$ cat config.mk
export PLATFORM = sky130hd
export DESIGN_NAME = dbg_pc_capture
export DESIGN_NICKNAME = d
export VERILOG_FILES = /design/src/rtl/dbg_pc_capture.sv
export SDC_FILE = /design/constraint.sdc
export NUM_CORES = 1
export LEC_CHECK = 0
export BUFFER_PORTS_ARGS = -buffer_cell sky130_fd_sc_hd__buf_2
export CAP_MARGIN = 40
export CORE_MARGIN = 4
export CORE_UTILIZATION = 42
export DETAILED_ROUTE_END_ITERATION = 12
export GPL_ROUTABILITY_DRIVEN = 0
export GPL_TIMING_DRIVEN = 0
export PLACE_DENSITY = 0.78
export SLEW_MARGIN = 20
export SYNTH_ARGS = -nofsm -noshare
export SYNTH_HDL_FRONTEND = slang
export SYNTH_SLANG_ARGS = --single-unit
export TNS_END_PERCENT = 30
$ cat constraint.sdc
create_clock -name clk -period 1.3 [get_ports clk]
set_input_delay 0 -clock clk [delete_from_list [all_inputs] [get_ports clk]]
set_output_delay 0 -clock clk [all_outputs]
set_load 0.02 [all_outputs]
$ cat src/rtl/dbg_pc_capture.sv
module dbg_pc_capture #(
  parameter int unsigned PC_W = 32,
  parameter logic [PC_W-1:0] POISON = {PC_W{1'b1}}
) (
  input  logic            clk,
  input  logic            rst_n,
  input  logic [PC_W-1:0] pc_i,
  input  logic            det_evt_i,
  input  logic            dbg_state_i,
  input  logic            rd_en_i,
  output logic [PC_W-1:0] rd_data_o,
  output logic            cap_valid_o,
  output logic            det_reason_o
);

  typedef enum logic [1:0] {
    ST_ARMED  = 2'd0,
    ST_LOCKED = 2'd1,
    ST_SEEN   = 2'd2
  } trk_e;

  trk_e            st_q, st_d;
  logic [PC_W-1:0] cap_q;
  logic            dbg_q;
  logic            valid_q;
  logic            reason_q;

  wire enter_w = dbg_state_i & ~dbg_q;
  wire leave_w = ~dbg_state_i & dbg_q;
  wire take_w  = (st_q == ST_ARMED) & det_evt_i;

  always_comb begin
    st_d = st_q;
    case (st_q)
      ST_ARMED:  if (det_evt_i) st_d = enter_w ? ST_SEEN : ST_LOCKED;
      ST_LOCKED: if (enter_w)   st_d = ST_SEEN;
      ST_SEEN:   if (leave_w)   st_d = ST_ARMED;
      default:   st_d = ST_ARMED;
    endcase
  end

  always_ff @(posedge clk or negedge rst_n) begin
    if (!rst_n) begin
      st_q     <= ST_ARMED;
      cap_q    <= '0;
      dbg_q    <= 1'b0;
      valid_q  <= 1'b0;
      reason_q <= 1'b0;
    end else begin
      st_q  <= st_d;
      dbg_q <= dbg_state_i;
      if (take_w) cap_q <= pc_i;
      if (take_w)
        valid_q <= 1'b1;
      else if (st_q == ST_SEEN && leave_w)
        valid_q <= 1'b0;
      if (enter_w)
        reason_q <= (st_q == ST_LOCKED) | take_w;
      else if (leave_w)
        reason_q <= 1'b0;
    end
  end

  assign rd_data_o    = (rd_en_i & dbg_state_i) ? cap_q : POISON;
  assign cap_valid_o  = valid_q;
  assign det_reason_o = reason_q;

  AST_VALID_SET: assert property (@(posedge clk) disable iff (!rst_n)
    (!cap_valid_o && det_evt_i) |=> cap_valid_o);
  AST_CAP_LOAD: assert property (@(posedge clk) disable iff (!rst_n)
    (!cap_valid_o && det_evt_i) |=> (cap_q == $past(pc_i)));
  AST_LOCK_HOLD: assert property (@(posedge clk) disable iff (!rst_n)
    (cap_valid_o && !leave_w) |=> $stable(cap_q));
  AST_REARM_EXIT: assert property (@(posedge clk) disable iff (!rst_n)
    $fell(cap_valid_o) |-> $past(leave_w));
  AST_POISON: assert property (@(posedge clk) disable iff (!rst_n)
    !dbg_state_i |-> (rd_data_o == POISON));
  AST_REASON_EXIT: assert property (@(posedge clk) disable iff (!rst_n)
    leave_w |=> !det_reason_o);

endmodule

==> metrics.yaml, run 1 <==
sta:
  tns_ns: -2.74
  relSlewSlack: 0.760
  setup_viol: 31
  hold_violations: 0
  rsz0062_at_grt: "true"
  setup_ws_ns: -0.102
  holdWs_ns: 0.0585
  maxSlewViolCount: 0
  clock.fmax_ghz: 0.713
  period_share: 1.08
  fin_crit_ns: 1.40
  worst_pin_slew_ns: 0.360
  finClkSkew_ns: 0.00260
cts:
  clkLatencyLatePin_ns: 0.28
  cts_root_buf: "clkbuf_8"
  path_clk_slew_ns: 0.07
  numCtsBuffers: 5
  htreeDepth: 2
  cts.sink_count: 37
  cts.path.max_buffers: 2
  cts_tree: "done"
die:
  coreArea_um2: 3740
  pin_count: 71
  die_w_um: 71.0
  die_y_um: 71.0
  num_rows: 22
  initial_core_util: 0.446
  dieArea_um2: 5050
logic_synthesis:
  synth_compound_area_frac: 0.0247
  yosys_warnings: 0
  synth_fa_ha_area_frac: 0.0225
  syn_area_um2: 1670
  synth.area.mux_share: 0.216
  ys_seq_area_frac: 0.555
  synth_xor_area_frac: 0
  yosys.area_share.simple: 0.144
  synth_fp_nets: 168
  synth_top_family_by_area: "multiplexers"
  synth.distinct_cells: 17
  synthCells: 128
  ys_ff_latch: 37
  avgSynthCellArea_um2: 13.0
power:
  total_power_uw: 4570
  ir_drop_v: 0.000885
  leakagePower_uw: 0.00119
  power_density_nw_per_um2: 1740
run:
  cap_violations: 0
setup_path:
  crit_chain: "nor3b_4 -> buf_12 -> buf_12 -> mux2_2"
  reg2reg_from: "st_q[1]"
  cp-end-kind: "flip-flop"
  r2r_end: "cap_q[22]"
  start_kind: "flip-flop"
  crit_family: "flip-flops"
  path_common_cell: "buf_12"
  arrival_ns: 1.57
  crit_type: "reg -> reg"
  worst-r2r-cell-count: 4
  reg2reg_slack_ns: -0.10
  slowest_delay_ns: 0.42
  crit_path_max_fanout: 10
  worst_ep_required_time_ns: 1.47
  timing.critical_path.buf_inv: 2
  crit_slowest_cell: "dfrtp_2"
global_route:
  overflow: 0
  antenna_found_initial: 0
  first_global_vias: 1488
  grt_max_degree: 38
  grt_use_total: 0.173
  grt_first_pass_wirelength_um: 6900
routing:
  wl_um: 4130
  firstDrtPassIters: 3
  drtIter0Drc: 51
  wl_per_cell_um: 14.0
  drc_errors: 0
  dr_total_vias: 1342
  postRouteAntennaNets: 0
  via_per_inst: 4.55
layout:
  fin_util: 0.702
  syn_to_final_growth_pct: 57.3
  nNetsFinal: 286
  layout_common_cells: "buf_2 (70), dfrtp_1 (35), dlygate4sd3_1 (35), or2_2 (32), mux2_2 (24)"
  layout_commonest_cell: "buf_2"
  final_cell_area_um2: 2630
  final_layout_size_suffix_gt1_frac: 0.603
  insertedDiodeCount: 0
placed_design:
  dpl-instance-area_um2: 2080
  dp.final_hpwl_um: 2470
  portBuffers: 70
min_path:
  hold_class: "in -> async"
status:
  violations: "setup timing"
  status: "complete, but fails checks"
-- cell families after synthesis --
group,count (synthesis)
DFF,37
buffers and inverters,11
adders and majority gates,3
AOI/OAI and AO/OA,7
and+or+nand+nor,38
muxes,32
-- per-stage QoR --
step / std cells / setup WS (ns)
finish: 295 / -0.102
global route: 295 / -0.145
CTS: 294 / -0.0907
detailed placement: 246 / -0.219
global placement: 246 / -0.194
floorplan: 128 / -0.0716
-- repair_timing --
action | 4_1_cts | 5_1_grt
resized for setup | 13 | 1
gates cloned | 1 | 0
pin swaps | 1 | 1
setup endpoints to repair | 32 | 31
hold endpoints to repair | 71 | 0
buffers inserted | 4 | 0
hold buffers | 35 | 0
-- routing by layer --
| metal | global-route usage | wire length [um] | share of wire | vias up |
|---|---|---|---|---|
| met5 | 0 | 0 | 0 | - |
| met4 | 0.0313 | 25 | 0.0061 | 0 |
| met3 | 0.0426 | 281 | 0.068 | 3 |
| met2 | 0.320 | 2190 | 0.53 | 45 |
| met1 | 0.202 | 1630 | 0.39 | 635 |
| li1 | - | - | - | 659 |
-- synthesized netlist by cell type (all sizes together) --
| master | instances | area share |
|---|---|---|
| o21ai | 2 | 0.0060 |
| nand2 | 2 | 0.0045 |
| buf | 3 | 0.020 |
| nor2 | 1 | 0.0022 |
| dfrtp | 37 | 0.55 |
| ha | 3 | 0.022 |
| nor3b | 1 | 0.011 |
| inv | 5 | 0.011 |
| nor3 | 1 | 0.0030 |
| nand3 | 1 | 0.0030 |
| mux2 | 32 | 0.22 |
| a21oi | 3 | 0.0090 |
| or2 | 32 | 0.12 |
| o41ai | 1 | 0.0052 |
| clkbuf | 3 | 0.0067 |
| o21a | 1 | 0.0045 |
-- registers in the layout, summed over array words and instances (netlist names) --
name and cells:
st_q 2, cap_valid_o 1, det_reason_o 1, cap_q 32
dbg_q 1
-- power by group --
group | total, uW | switching [uW] | internal [uW] | leakage (uW)
clock | 748 | 367 | 381 | 0.0000395
sequential | 1960 | 248 | 1710 | 0.000433
combinational | 1860 | 760 | 1100 | 0.000716
-- worst max-delay path by stage --
stage	start	endpoint	cells past startpoint	slack [ns]
2_1_floorplan	st_q[1]	cap_q[15]	3	-0.07
3_3_place_gp	st_q[1]	cap_q[6]	3	-0.19
3_5_place_dp	st_q[1]	cap_q[10]	3	-0.22
4_1_cts	st_q[0]	cap_q[10]	4	-0.09
5_1_grt	st_q[1]	cap_q[22]	4	-0.14
6_report	st_q[1]	cap_q[22]	4	-0.10
-- final cells by class --
class | count | area (um^2)
Buffer | 6 | 62.6
Clock buffer | 8 | 80.1
Timing Repair Buffer | 111 | 774
Tap cell | 48 | 60.1
Sequential cell | 37 | 928
Multi-Input combinational cell | 80 | 702
Fill cell | 284 | 1120
Inverter | 5 | 18.8
Power figures use the tool's default switching activity.
==> inputs of run 2 (changes only) <==
CORE_ASPECT_RATIO = 2   (was not set)
SETUP_SLACK_MARGIN = 0.2   (was not set)
SLEW_MARGIN = not set   (was 20)
==> metrics.yaml, run 2 (synthesized netlist as in run 1, its figures left out) <==
status:
  status: "complete, but fails checks"
  violations: "setup timing"
global_route:
  overflow: 0
  grt_max_degree: 38
  antenna_found_initial: 0
  grt_first_pass_wirelength_um: 7590
  grt_use_total: 0.200
  first_global_vias: 1581
layout:
  insertedDiodeCount: 0
  final_cell_area_um2: 2930
  layout_commonest_cell: "buf_2"
  layout.cells.non_filler: 298
  fillers: 247
  final_layout_size_suffix_gt1_frac: 0.644
  layout_common_cells: "buf_2 (38), buf_6 (35), dfrtp_1 (35), dlygate4sd3_1 (35), or2_4 (32)"
  syn_to_final_growth_pct: 75.5
  fin_util: 0.762
  nNetsFinal: 286
  largest_reg_flops: 32
  top_regs: "cap_q x32, st_q x2"
  largest_register: "cap_q"
run:
  cap_violations: 0
placed_design:
  pre_cts_ws_ns: -0.223
  portBuffers: 70
  dpl-instance-area_um2: 2080
  dpl.cell_count: 249
  dp.final_hpwl_um: 2570
power:
  power_density_nw_per_um2: 1710
  ir_drop_v: 0.00119
  leakagePower_uw: 0.00136
  total_power_uw: 5020
setup_path:
  r2r_end: "cap_q[0]"
  cp-end-kind: "flip-flop"
  reg2reg_from: "st_q[0]"
  arrival_ns: 1.55
  start_kind: "flip-flop"
  worst_ep_required_time_ns: 1.47
  crit_type: "reg -> reg"
  crit_path_max_fanout: 6
  reg2reg_slack_ns: -0.08
  worst-r2r-cell-count: 4
die:
  initial_core_util: 0.434
  die_y_um: 97.2
  dieArea_um2: 5110
  coreArea_um2: 3840
  num_rows: 32
  pin_count: 71
  die_w_um: 52.6
sta:
  rsz0062_at_grt: "true"
  hold_violations: 0
  clock.fmax_ghz: 0.724
  relSlewSlack: 0.470
  setup_viol: 32
  maxSlewViolCount: 0
  setup_ws_ns: -0.0820
  period_share: 1.06
  worst_pin_slew_ns: 0.795
  finClkSkew_ns: 0.00479
  fin_crit_ns: 1.38
routing:
  via_per_inst: 4.70
  wl_um: 4760
  wl_per_cell_um: 16.0
  dr_total_vias: 1400
  firstDrtPassIters: 4
  drtIter0Drc: 12
  drc_errors: 0
  postRouteAntennaNets: 0
min_path:
  hold_class: "in -> reg"
  whs_path_depth: 3
  min_delay_worst_endpoint: "st_q[0]"
  min_from: "det_evt_i"
cts:
  cts_root_buf: "clkbuf_8"
  path_clk_slew_ns: 0.07
  cts.path.max_buffers: 2
  numCtsBuffers: 5
  htreeDepth: 2
  cts.sink_count: 37
  clkLatencyLatePin_ns: 0.28
  cts_tree: "done"
-- run 2: power breakdown --
part	total, uW	internal, uW	switching, uW
Combinational	2230	1390	840
Clock	761	371	389
Sequential	2030	1710	317
-- run 2: layer usage --
metal | vias up | GRT usage | routed length, um
li1 | 661 | - | -
met1 | 690 | 0.215 | 1620
met2 | 42 | 0.373 | 2900
met3 | 7 | 0.0430 | 166
met4 | 0 | 0.0472 | 71
met5 | - | 0 | 0
-- run 2: area by class of cell --
class | count | area, um^2 | area share
clock inverters | 2 | 10.0 | 0.00342
flip-flops and latches | 37 | 928 | 0.317
plain buffers | 6 | 52.6 | 0.0179
inverters | 5 | 18.8 | 0.00641
multi-input cells | 80 | 833 | 0.284
well taps | 51 | 63.8 | 0.0218
clock buffers | 6 | 72.6 | 0.0248
repair buffers | 111 | 950 | 0.324
-- run 2: worst max-delay path by stage --
stage,start,end,slack (ns),cells past startpoint
after global placement,st_q[1],cap_q[28],-0.22,3
final,st_q[0],cap_q[0],-0.08,4
after floorplan,st_q[1],cap_q[15],-0.07,3
after global routing,st_q[0],cap_q[8],-0.15,4
after CTS,st_q[0],cap_q[15],-0.07,4
after detailed placement,st_q[1],cap_q[31],-0.22,3
-- run 2: timing repair --
action / in CTS / in global routing
pin swaps: 1 / 6
gates cloned: 2 / 0
setup endpoints to repair: 62 / 49
buffers inserted: 4 / 0
gates resized for setup: 97 / 28
endpoints found under the hold margin: 71 / 0
hold buffers: 35 / 0
-- run 2: per-stage QoR --
stage          hold slack (ns)  setup TNS [ns]
4_1_cts                 0.0493           -1.55
6_report                0.0579           -1.59
5_1_grt                  0.117           -3.64
3_3_place_gp             0.141           -6.48
3_5_place_dp             0.145           -6.36
2_1_floorplan           -0.296           -2.11
-- run 2: critical path, stage by stage (launching register included) --
cell	delay, ns
dfrtp_2	0.42
nor3b_4	0.20
buf_6	0.15
buf_4	0.15
mux2_2	0.34
